**config.mk**
```make
export PLATFORM = sky130hd
export DESIGN_NAME = amc_ctrl
export DESIGN_NICKNAME = d
export VERILOG_FILES = /design/src/rtl/amc_pkg.sv /design/src/rtl/amc_pwr_hold.sv /design/src/rtl/amc_phase_timer.sv /design/src/rtl/amc_seq.sv /design/src/rtl/amc_ctrl.sv
export SDC_FILE = /design/constraint.sdc
export NUM_CORES = 1
export LEC_CHECK = 0
export BUFFER_PORTS_ARGS = -buffer_cell sky130_fd_sc_hd__buf_2
export CORE_MARGIN = 5
export CORE_UTILIZATION = 45
export CTS_CLUSTER_SIZE = 16
export DETAILED_ROUTE_END_ITERATION = 12
export PLACE_DENSITY_LB_ADDON = 0.05
export RECOVER_POWER = 50
export SYNTH_ARGS = -nofsm -noshare
export SYNTH_HDL_FRONTEND = slang
export SYNTH_SLANG_ARGS = --single-unit
```
**constraint.sdc**
```tcl
create_clock -name clk_i -period 5.15 [get_ports clk_i]
set_clock_uncertainty 0.05 [all_clocks]
set_input_delay 1.03 -clock clk_i [delete_from_list [all_inputs] [get_ports clk_i]]
set_output_delay 1.03 -clock clk_i [all_outputs]
set_load 0.02 [all_outputs]
```
**src/rtl/amc_pkg.sv**
```systemverilog
package amc_pkg;
  typedef enum logic [2:0] {
    ST_IDLE, ST_WSET, ST_WPUL, ST_WREC, ST_RACC, ST_TURN
  } amc_state_e;

  function automatic int unsigned clk_cnt(input int unsigned ns, input int unsigned per);
    int unsigned c;
    c = (ns + per - 1) / per;
    return (c == 0) ? 1 : c;
  endfunction

  function automatic int unsigned umax(input int unsigned a, input int unsigned b);
    return (a > b) ? a : b;
  endfunction
endpackage

```
**src/rtl/amc_pwr_hold.sv**
```systemverilog
module amc_pwr_hold #(
  parameter int unsigned HOLD_CYC = 200000
) (
  input  logic clk_i,
  input  logic rst_ni,
  input  logic pwr_good_i,
  output logic pwr_ok_o
);
  localparam int unsigned CW = $clog2(HOLD_CYC + 1);

  logic [CW-1:0] cnt_q;
  logic          ok_q;

  always_ff @(posedge clk_i or negedge rst_ni) begin
    if (!rst_ni) begin
      cnt_q <= '0;
      ok_q  <= 1'b0;
    end else if (!pwr_good_i) begin
      cnt_q <= '0;
      ok_q  <= 1'b0;
    end else if (!ok_q) begin
      if (cnt_q == CW'(HOLD_CYC - 1)) ok_q <= 1'b1;
      else cnt_q <= cnt_q + 1'b1;
    end
  end

  assign pwr_ok_o = ok_q;

  a_r1_ok_only_powered: assert property (@(posedge clk_i) disable iff (!rst_ni)
    !pwr_good_i |=> !pwr_ok_o);
endmodule

```
**src/rtl/amc_phase_timer.sv**
```systemverilog
module amc_phase_timer #(
  parameter int unsigned CW = 4
) (
  input  logic          clk_i,
  input  logic          rst_ni,
  input  logic          load_i,
  input  logic [CW-1:0] val_i,
  output logic          zero_o
);
  logic [CW-1:0] cnt_q;

  always_ff @(posedge clk_i or negedge rst_ni) begin
    if (!rst_ni)           cnt_q <= '0;
    else if (load_i)       cnt_q <= val_i;
    else if (cnt_q != '0)  cnt_q <= cnt_q - 1'b1;
  end

  assign zero_o = (cnt_q == '0);
endmodule

```
**src/rtl/amc_seq.sv**
```systemverilog
module amc_seq
  import amc_pkg::*;
#(
  parameter int unsigned AW     = 17,
  parameter int unsigned DW     = 16,
  parameter int unsigned N_WP   = 2,
  parameter int unsigned N_REC  = 2,
  parameter int unsigned N_RD   = 4,
  parameter int unsigned N_TURN = 1
) (
  input  logic               clk_i,
  input  logic               rst_ni,
  input  logic               go_i,
  input  logic               pwr_good_i,
  input  logic               req_i,
  input  logic               we_i,
  input  logic [AW-1:0]      addr_i,
  input  logic [DW-1:0]      wdata_i,
  input  logic [DW/8-1:0]    bmask_i,
  output logic               ready_o,
  output logic [DW-1:0]      rdata_o,
  output logic [AW-1:0]      mem_addr_o,
  output logic               mem_ce_no,
  output logic               mem_we_no,
  output logic               mem_oe_no,
  output logic [DW/8-1:0]    mem_be_no,
  output logic [DW-1:0]      mem_dq_o,
  output logic               mem_dq_oe_o,
  input  logic [DW-1:0]      mem_dq_i
);
  localparam int unsigned NB   = DW / 8;
  localparam int unsigned MAXC = umax(umax(N_WP, N_REC), umax(N_RD, N_TURN));
  localparam int unsigned CW   = (MAXC < 2) ? 1 : $clog2(MAXC + 1);

  amc_state_e     st_q, st_d;
  logic [AW-1:0]  addr_q;
  logic [DW-1:0]  wdata_q, rdata_q, lane_keep;
  logic [NB-1:0]  mask_q;
  logic           ready_q, ready_d;
  logic           ld, zero, capture, accept;
  logic [CW-1:0]  ld_val;

  amc_phase_timer #(.CW(CW)) u_timer (
    .clk_i (clk_i),
    .rst_ni(rst_ni),
    .load_i(ld),
    .val_i (ld_val),
    .zero_o(zero)
  );

  always_comb begin
    st_d    = st_q;
    ld      = 1'b0;
    ld_val  = '0;
    ready_d = 1'b0;
    capture = 1'b0;
    accept  = 1'b0;
    unique case (st_q)
      ST_IDLE: if (go_i && req_i && !ready_q) begin
        accept = 1'b1;
        if (bmask_i == '0) ready_d = 1'b1;
        else if (we_i) begin st_d = ST_WSET; ld = 1'b1; ld_val = '0; end
        else begin st_d = ST_RACC; ld = 1'b1; ld_val = CW'(N_RD - 1); end
      end
      ST_WSET: if (zero) begin st_d = ST_WPUL; ld = 1'b1; ld_val = CW'(N_WP - 1); end
      ST_WPUL: if (zero) begin st_d = ST_WREC; ld = 1'b1; ld_val = CW'(N_REC - 1); end
      ST_WREC: if (zero) begin st_d = ST_IDLE; ready_d = 1'b1; end
      ST_RACC: if (zero) begin
        st_d = ST_TURN; ld = 1'b1; ld_val = CW'(N_TURN - 1);
        ready_d = 1'b1; capture = 1'b1;
      end
      ST_TURN: if (zero) st_d = ST_IDLE;
      default: st_d = ST_IDLE;
    endcase
    if (!pwr_good_i) begin
      st_d    = ST_IDLE;
      ready_d = 1'b0;
      capture = 1'b0;
      accept  = 1'b0;
    end
  end

  for (genvar b = 0; b < NB; b++) begin : g_lane
    assign lane_keep[8*b +: 8] = {8{mask_q[b]}};
    assign mem_be_no[b]        = mem_ce_no | ~mask_q[b];
  end

  always_ff @(posedge clk_i or negedge rst_ni) begin
    if (!rst_ni) begin
      st_q    <= ST_IDLE;
      ready_q <= 1'b0;
      addr_q  <= '0;
      wdata_q <= '0;
      mask_q  <= '0;
      rdata_q <= '0;
    end else begin
      st_q    <= st_d;
      ready_q <= ready_d;
      if (accept) begin
        addr_q  <= addr_i;
        wdata_q <= wdata_i;
        mask_q  <= bmask_i;
      end
      if (capture) rdata_q <= mem_dq_i & lane_keep;
    end
  end

  assign mem_ce_no   = !(st_q inside {ST_WSET, ST_WPUL, ST_WREC, ST_RACC});
  assign mem_we_no   = (st_q != ST_WPUL);
  assign mem_oe_no   = (st_q != ST_RACC);
  assign mem_dq_oe_o = (st_q inside {ST_WSET, ST_WPUL, ST_WREC});
  assign mem_addr_o  = addr_q;
  assign mem_dq_o    = wdata_q;
  assign ready_o     = ready_q;
  assign rdata_o     = rdata_q;

  // strobe-width observer for the checks below
  logic [CW-1:0] wlc_q;
  always_ff @(posedge clk_i or negedge rst_ni) begin
    if (!rst_ni)              wlc_q <= '0;
    else if (st_q == ST_WPUL) wlc_q <= wlc_q + 1'b1;
    else                      wlc_q <= '0;
  end

  a_r3_we_inside_ce: assert property (@(posedge clk_i) disable iff (!rst_ni)
    !mem_we_no |-> !mem_ce_no);
  a_r3_we_width: assert property (@(posedge clk_i) disable iff (!rst_ni)
    $rose(st_q == ST_WREC) |-> ($past(wlc_q) == CW'(N_WP - 1)));
  a_r5_oe_high_in_write: assert property (@(posedge clk_i) disable iff (!rst_ni)
    !mem_we_no |-> (mem_oe_no && mem_dq_oe_o));
  a_r6_no_drive_in_read: assert property (@(posedge clk_i) disable iff (!rst_ni)
    !mem_oe_no |-> !mem_dq_oe_o);
  a_r8_lanes_steady: assert property (@(posedge clk_i) disable iff (!rst_ni)
    (!mem_we_no && $past(!mem_we_no)) |-> $stable(mem_be_no));
  a_r10_ready_pulse: assert property (@(posedge clk_i) disable iff (!rst_ni)
    ready_o |=> !ready_o);
endmodule

```
**src/rtl/amc_ctrl.sv**
```systemverilog
module amc_ctrl
  import amc_pkg::*;
#(
  parameter int unsigned CLK_PERIOD_NS = 10,
  parameter int unsigned HOLD_NS       = 2000000,
  parameter int unsigned T_CYC_NS      = 35,
  parameter int unsigned T_WP_NS       = 15,
  parameter int unsigned T_AW_NS       = 18,
  parameter int unsigned T_DW_NS       = 10,
  parameter int unsigned T_WR_NS       = 12,
  parameter int unsigned T_ACC_NS      = 35,
  parameter int unsigned T_BA_NS       = 15,
  parameter int unsigned T_OEZ_NS      = 10
) (
  input  logic        clk_i,
  input  logic        rst_ni,
  input  logic        pwr_good_i,
  input  logic        req_i,
  input  logic        we_i,
  input  logic [16:0] addr_i,
  input  logic [15:0] wdata_i,
  input  logic [1:0]  bmask_i,
  output logic        ready_o,
  output logic [15:0] rdata_o,
  output logic [16:0] mem_addr_o,
  output logic        mem_ce_no,
  output logic        mem_we_no,
  output logic        mem_oe_no,
  output logic        mem_ub_no,
  output logic        mem_lb_no,
  output logic [15:0] mem_dq_o,
  output logic        mem_dq_oe_o,
  input  logic [15:0] mem_dq_i
);
  localparam int unsigned P        = CLK_PERIOD_NS;
  localparam int unsigned HOLD_CYC = clk_cnt(HOLD_NS, P);
  localparam int unsigned N_WP     = umax(umax(clk_cnt(T_WP_NS, P), clk_cnt(T_AW_NS, P) - 1),
                                          clk_cnt(T_DW_NS, P) - 1);
  localparam int unsigned CYC_C    = clk_cnt(T_CYC_NS, P);
  localparam int unsigned N_REC    = umax(clk_cnt(T_WR_NS, P),
                                          (CYC_C > 1 + N_WP) ? CYC_C - 1 - N_WP : 1);
  localparam int unsigned N_RD     = umax(clk_cnt(T_ACC_NS, P), clk_cnt(T_BA_NS, P));
  localparam int unsigned N_TURN   = clk_cnt(T_OEZ_NS, P);

  logic       pwr_ok;
  logic [1:0] be_n;

  amc_pwr_hold #(.HOLD_CYC(HOLD_CYC)) u_hold (
    .clk_i     (clk_i),
    .rst_ni    (rst_ni),
    .pwr_good_i(pwr_good_i),
    .pwr_ok_o  (pwr_ok)
  );

  amc_seq #(
    .AW(17), .DW(16), .N_WP(N_WP), .N_REC(N_REC), .N_RD(N_RD), .N_TURN(N_TURN)
  ) u_seq (
    .clk_i      (clk_i),
    .rst_ni     (rst_ni),
    .go_i       (pwr_ok & pwr_good_i),
    .pwr_good_i (pwr_good_i),
    .req_i      (req_i),
    .we_i       (we_i),
    .addr_i     (addr_i),
    .wdata_i    (wdata_i),
    .bmask_i    (bmask_i),
    .ready_o    (ready_o),
    .rdata_o    (rdata_o),
    .mem_addr_o (mem_addr_o),
    .mem_ce_no  (mem_ce_no),
    .mem_we_no  (mem_we_no),
    .mem_oe_no  (mem_oe_no),
    .mem_be_no  (be_n),
    .mem_dq_o   (mem_dq_o),
    .mem_dq_oe_o(mem_dq_oe_o),
    .mem_dq_i   (mem_dq_i)
  );

  assign mem_ub_no = be_n[1];
  assign mem_lb_no = be_n[0];

  a_r1_quiet_unpowered: assert property (@(posedge clk_i) disable iff (!rst_ni)
    !pwr_ok |=> (mem_ce_no && mem_we_no));
  a_r2_abort_on_drop: assert property (@(posedge clk_i) disable iff (!rst_ni)
    !pwr_good_i |=> (mem_ce_no && mem_we_no && !ready_o));
endmodule

```
==> results.md <==
- Status: complete, but fails checks
- Failing checks: capacitance limit, slew limit
- Filler cell count: 690
- Worst Tran Pin Value: about 1.9 ns
- Final Critical Period: 2.95 ns
- Adder-cell share of the synthesized area: 1.07%
- Unique masters post-synth: 50
- Int Power: about 940 uW
- Layout cells sized above 1: 33.8%
- Simple logic cell fraction of the synthesized area: 17.5%
- Vias in the first global route: 2616
- Drt pass-1 iters: 4
- Combinational share of power: 9.0%
- Syn_area_per_cell: 10.8 um2
- RD Place Congestion: approximately 0.76
- CTS tree: yes
- Total power: 1.23 mW
- Num Clock Sinks: 77
- Sw Ratio: about a quarter
- Fin crit share: 57.2%
- Flop2flop setup slack: 2.53 ns
- Layout Area Growth over Synthesis: 22.1%
- Hold Buf Count CTS: 0
- Root Driver: clkbuf_8
- Clock Power Share: 39.9%
- Post-place instance area: 0.00411 mm2
- Worst setup margin: 2.20 ns
- Endpoints failing setup: 0
- PwrDens: 288 mW/mm2
- Initial antenna violation count: 0
- Cts bufs inserted: 9
- Combinational family with the most area after synthesis: simple AND/OR/NAND/NOR gates
- Placed cells: 519
- XOR/XNOR Fraction of Synth Area: 2.50%
- Worst vdd ir: 0.139 mV
- DRC: 0
- Clock Latency Late Sink: 0.34 ns
- Max-cap violations: 1
- Die area: 0.00965 mm2
- Maximum clock insertion buffer count: 2
- Post-route ant nets: 0
- Mux cell area share after synthesis: 12.1%
- Crit. End Element: flip-flop
- Worst Setup Start Kind: input port
- Post-CTS Setup Bufs: 0
- Rel. slew slack: -26.4%
- Area fraction of the dominant cell type after synthesis: roughly 55%
- Fin util: 55.9%
- Total global-route track usage: 16.4%
- Starting density of the core: a little under half
- Slew Limit Fails: 78
- Register bit total from synthesis: 77
- Synth Warn #: 0
- Vias: ~2700
- Post-route cell area: 0.00428 mm2
- Final Hold Violating Endpoints: 0
- Fin cells: 534
- Sequential share of power: 51.0%
- # IOs: 112
- DRT iter0 DRCs: 52
- First-pass GRT wire length: around 13000 um
- Vias/cell: 5.07
- WP data arrival: slightly above 3 ns
- Top cells by area, synth: dfrtp_1, mux2_2, nand2_1
- Setup TNS: 0 ns
- Syn Std Cell Area: ~0.0035 mm2
- Synth Instances: 324
- Nets: 487
- Critical path type: input port to flip-flop
- DPL Wire Length: 5400 um
- Sw power: 293 uW
- Antenna fix cells: 0
- Core Region: 0.00765 mm2
- Row count: 32
- CTS H-tree lvls: 3
- Port-buffer cells: 111
- Yosys top cell by area: dfrtp_1
- Net Count, Synth: 383
- Pleak: 2.13 nW
- Chip Width: 98.3 um
- Die height: roughly 100 um
- Clock transition at the registers of the reported paths: 0.08 ns
- Post-Route WL: 7610 um
- Crit path required time: 5.32 ns
- Maximum clock rate: 339 MHz
- Register area share after synthesis: between 50% and 60%
- Compound-cell area share of the yosys netlist: 8.71%
- DR WL/cell: 14.3 um
- Hold WS: 0.433 ns
- Cts repair resizes: 0
- GRT Residual Overflow: 0
- HP Class: flip-flop to flip-flop
- RSZ-0062 raised after global routing: no
- Largest net degree at the start of global routing: 78
- Place WS: ~2.4 ns
- CP max FO: 15
-- final cells by class --
cell class	count	area [um2]	share of cell area, %
clock buffers	9	124	2.90
inverters	6	22.5	0.526
multi-input cells	222	1450	33.9
clock inverters	6	86.3	2.02
flip-flops and latches	77	1930	45.0
well taps	102	128	2.98
repair buffers	112	539	12.6
-- worst paths after layout --
path                                   start                  end  cells past startpoint
setup / recovery                  pwr_good_i     u_hold.cnt_q[13]                      5
hold / removal             u_seq.rdata_o[15]    u_seq.rdata_o[15]                      2
setup reg to reg            u_hold.cnt_q[14]     u_hold.cnt_q[13]                      4
hold reg to reg            u_seq.rdata_o[15]    u_seq.rdata_o[15]                      2
max in group asynchronous             rst_ni  u_seq.mem_addr_o[7]                      1
min in group asynchronous             rst_ni    u_seq.rdata_o[11]                      1
-- kinds of logic after synthesis --
logic type                 after synthesis
AOI/OAI and AO/OA                       52
xor gates and xnor gates                10
muxes                                   38
adders and majority gates                3
buffers and inverters                   25
DFF                                     77
and+or+nand+nor                        119
-- cell usage in the layout, fill, tap and decap left out, types with 2 or more instances in the layout --
cell and n:
nand2_1 54, buf_2 91, nand2b_1 3, nor2_1 15, ha_1 3, nor2b_1 4, nand4_1 7, a31oi_1 2
clkinv_2 2, or3_1 6, bufinv_16 2, nor3_1 3, mux2_1 4, o211ai_1 2, inv_1 6, clkbuf_1 19
and3_1 2, xnor2_1 3, and4_1 2, o21ai_0 26, mux2_2 31, dfrtp_1 77, mux2i_1 3, a21oi_1 11
clkbuf_8 9, nand3_1 6, xor2_1 7, or4_1 3, and2_1 3
-- power groups by stage --
| stage | registers (mW) | clock network (mW) | logic (mW) |
|---|---|---|---|
| 2_1_floorplan | 0.639 | 0 | 0.0679 |
| 3_3_place_gp | 0.640 | 0 | 0.110 |
| 3_5_place_dp | 0.641 | 0 | 0.115 |
| 4_1_cts | 0.629 | 0.505 | 0.115 |
| 5_1_grt | 0.631 | 0.537 | 0.131 |
| 6_report | 0.629 | 0.492 | 0.111 |
-- worst max-delay path, cell delays in order --
cell	delay [ns]
clkbuf_1	0.46
nand4b_1	0.19
nor4_1	1.01
a211oi_1	0.24
mux2i_1	0.17
-- metal layers --
metal | vias to the layer above | track usage [%] | part of all wire [%]
met5 | - | 0 | 0
met2 | 86 | 26.2 | 47
li1 | 1343 | - | -
met1 | 1274 | 21.8 | 46
met3 | 6 | 5.07 | 7.0
met4 | 0 | 4.10 | 0.83
-- flip-flops by register name, indices dropped and copies added (netlist names) --
| register | flops |
|---|---|
| u_seq.mem_dq_o | 16 |
| u_hold.pwr_ok_o | 1 |
| u_seq.rdata_o | 16 |
| u_seq.mem_addr_o | 17 |
| u_seq.ready_o | 1 |
| u_seq.st_q | 3 |
| u_seq.mask_q | 2 |
| u_hold.cnt_q | 18 |
| u_seq.u_timer.cnt_q | 3 |
-- synth_stat cells, drive strengths merged --
library cell  count
dfrtp            77
nand2            54
mux2             35
o21ai            26
nor2             15
a21oi            11
clkbuf           10
buf               9
nand3             7
nand4             7
or3               7
xor2              7
inv               6
and2              4
nor2b             4
and4              3
ha                3
mux2i             3
nand2b            3
nor3              3
or4               3
xnor2             3
a31oi             2
and3              2
o211ai            2
o311ai            2
a211o             1
a211oi            1
a21o              1
a2bb2oi           1
a32o              1
and3b             1
and4b             1
nand3b            1
nand4b            1
nand4bb           1
nor4              1
o21a              1
o221a             1
o22ai             1
o31ai             1
or2               1
Power figures use the tool's default switching activity.
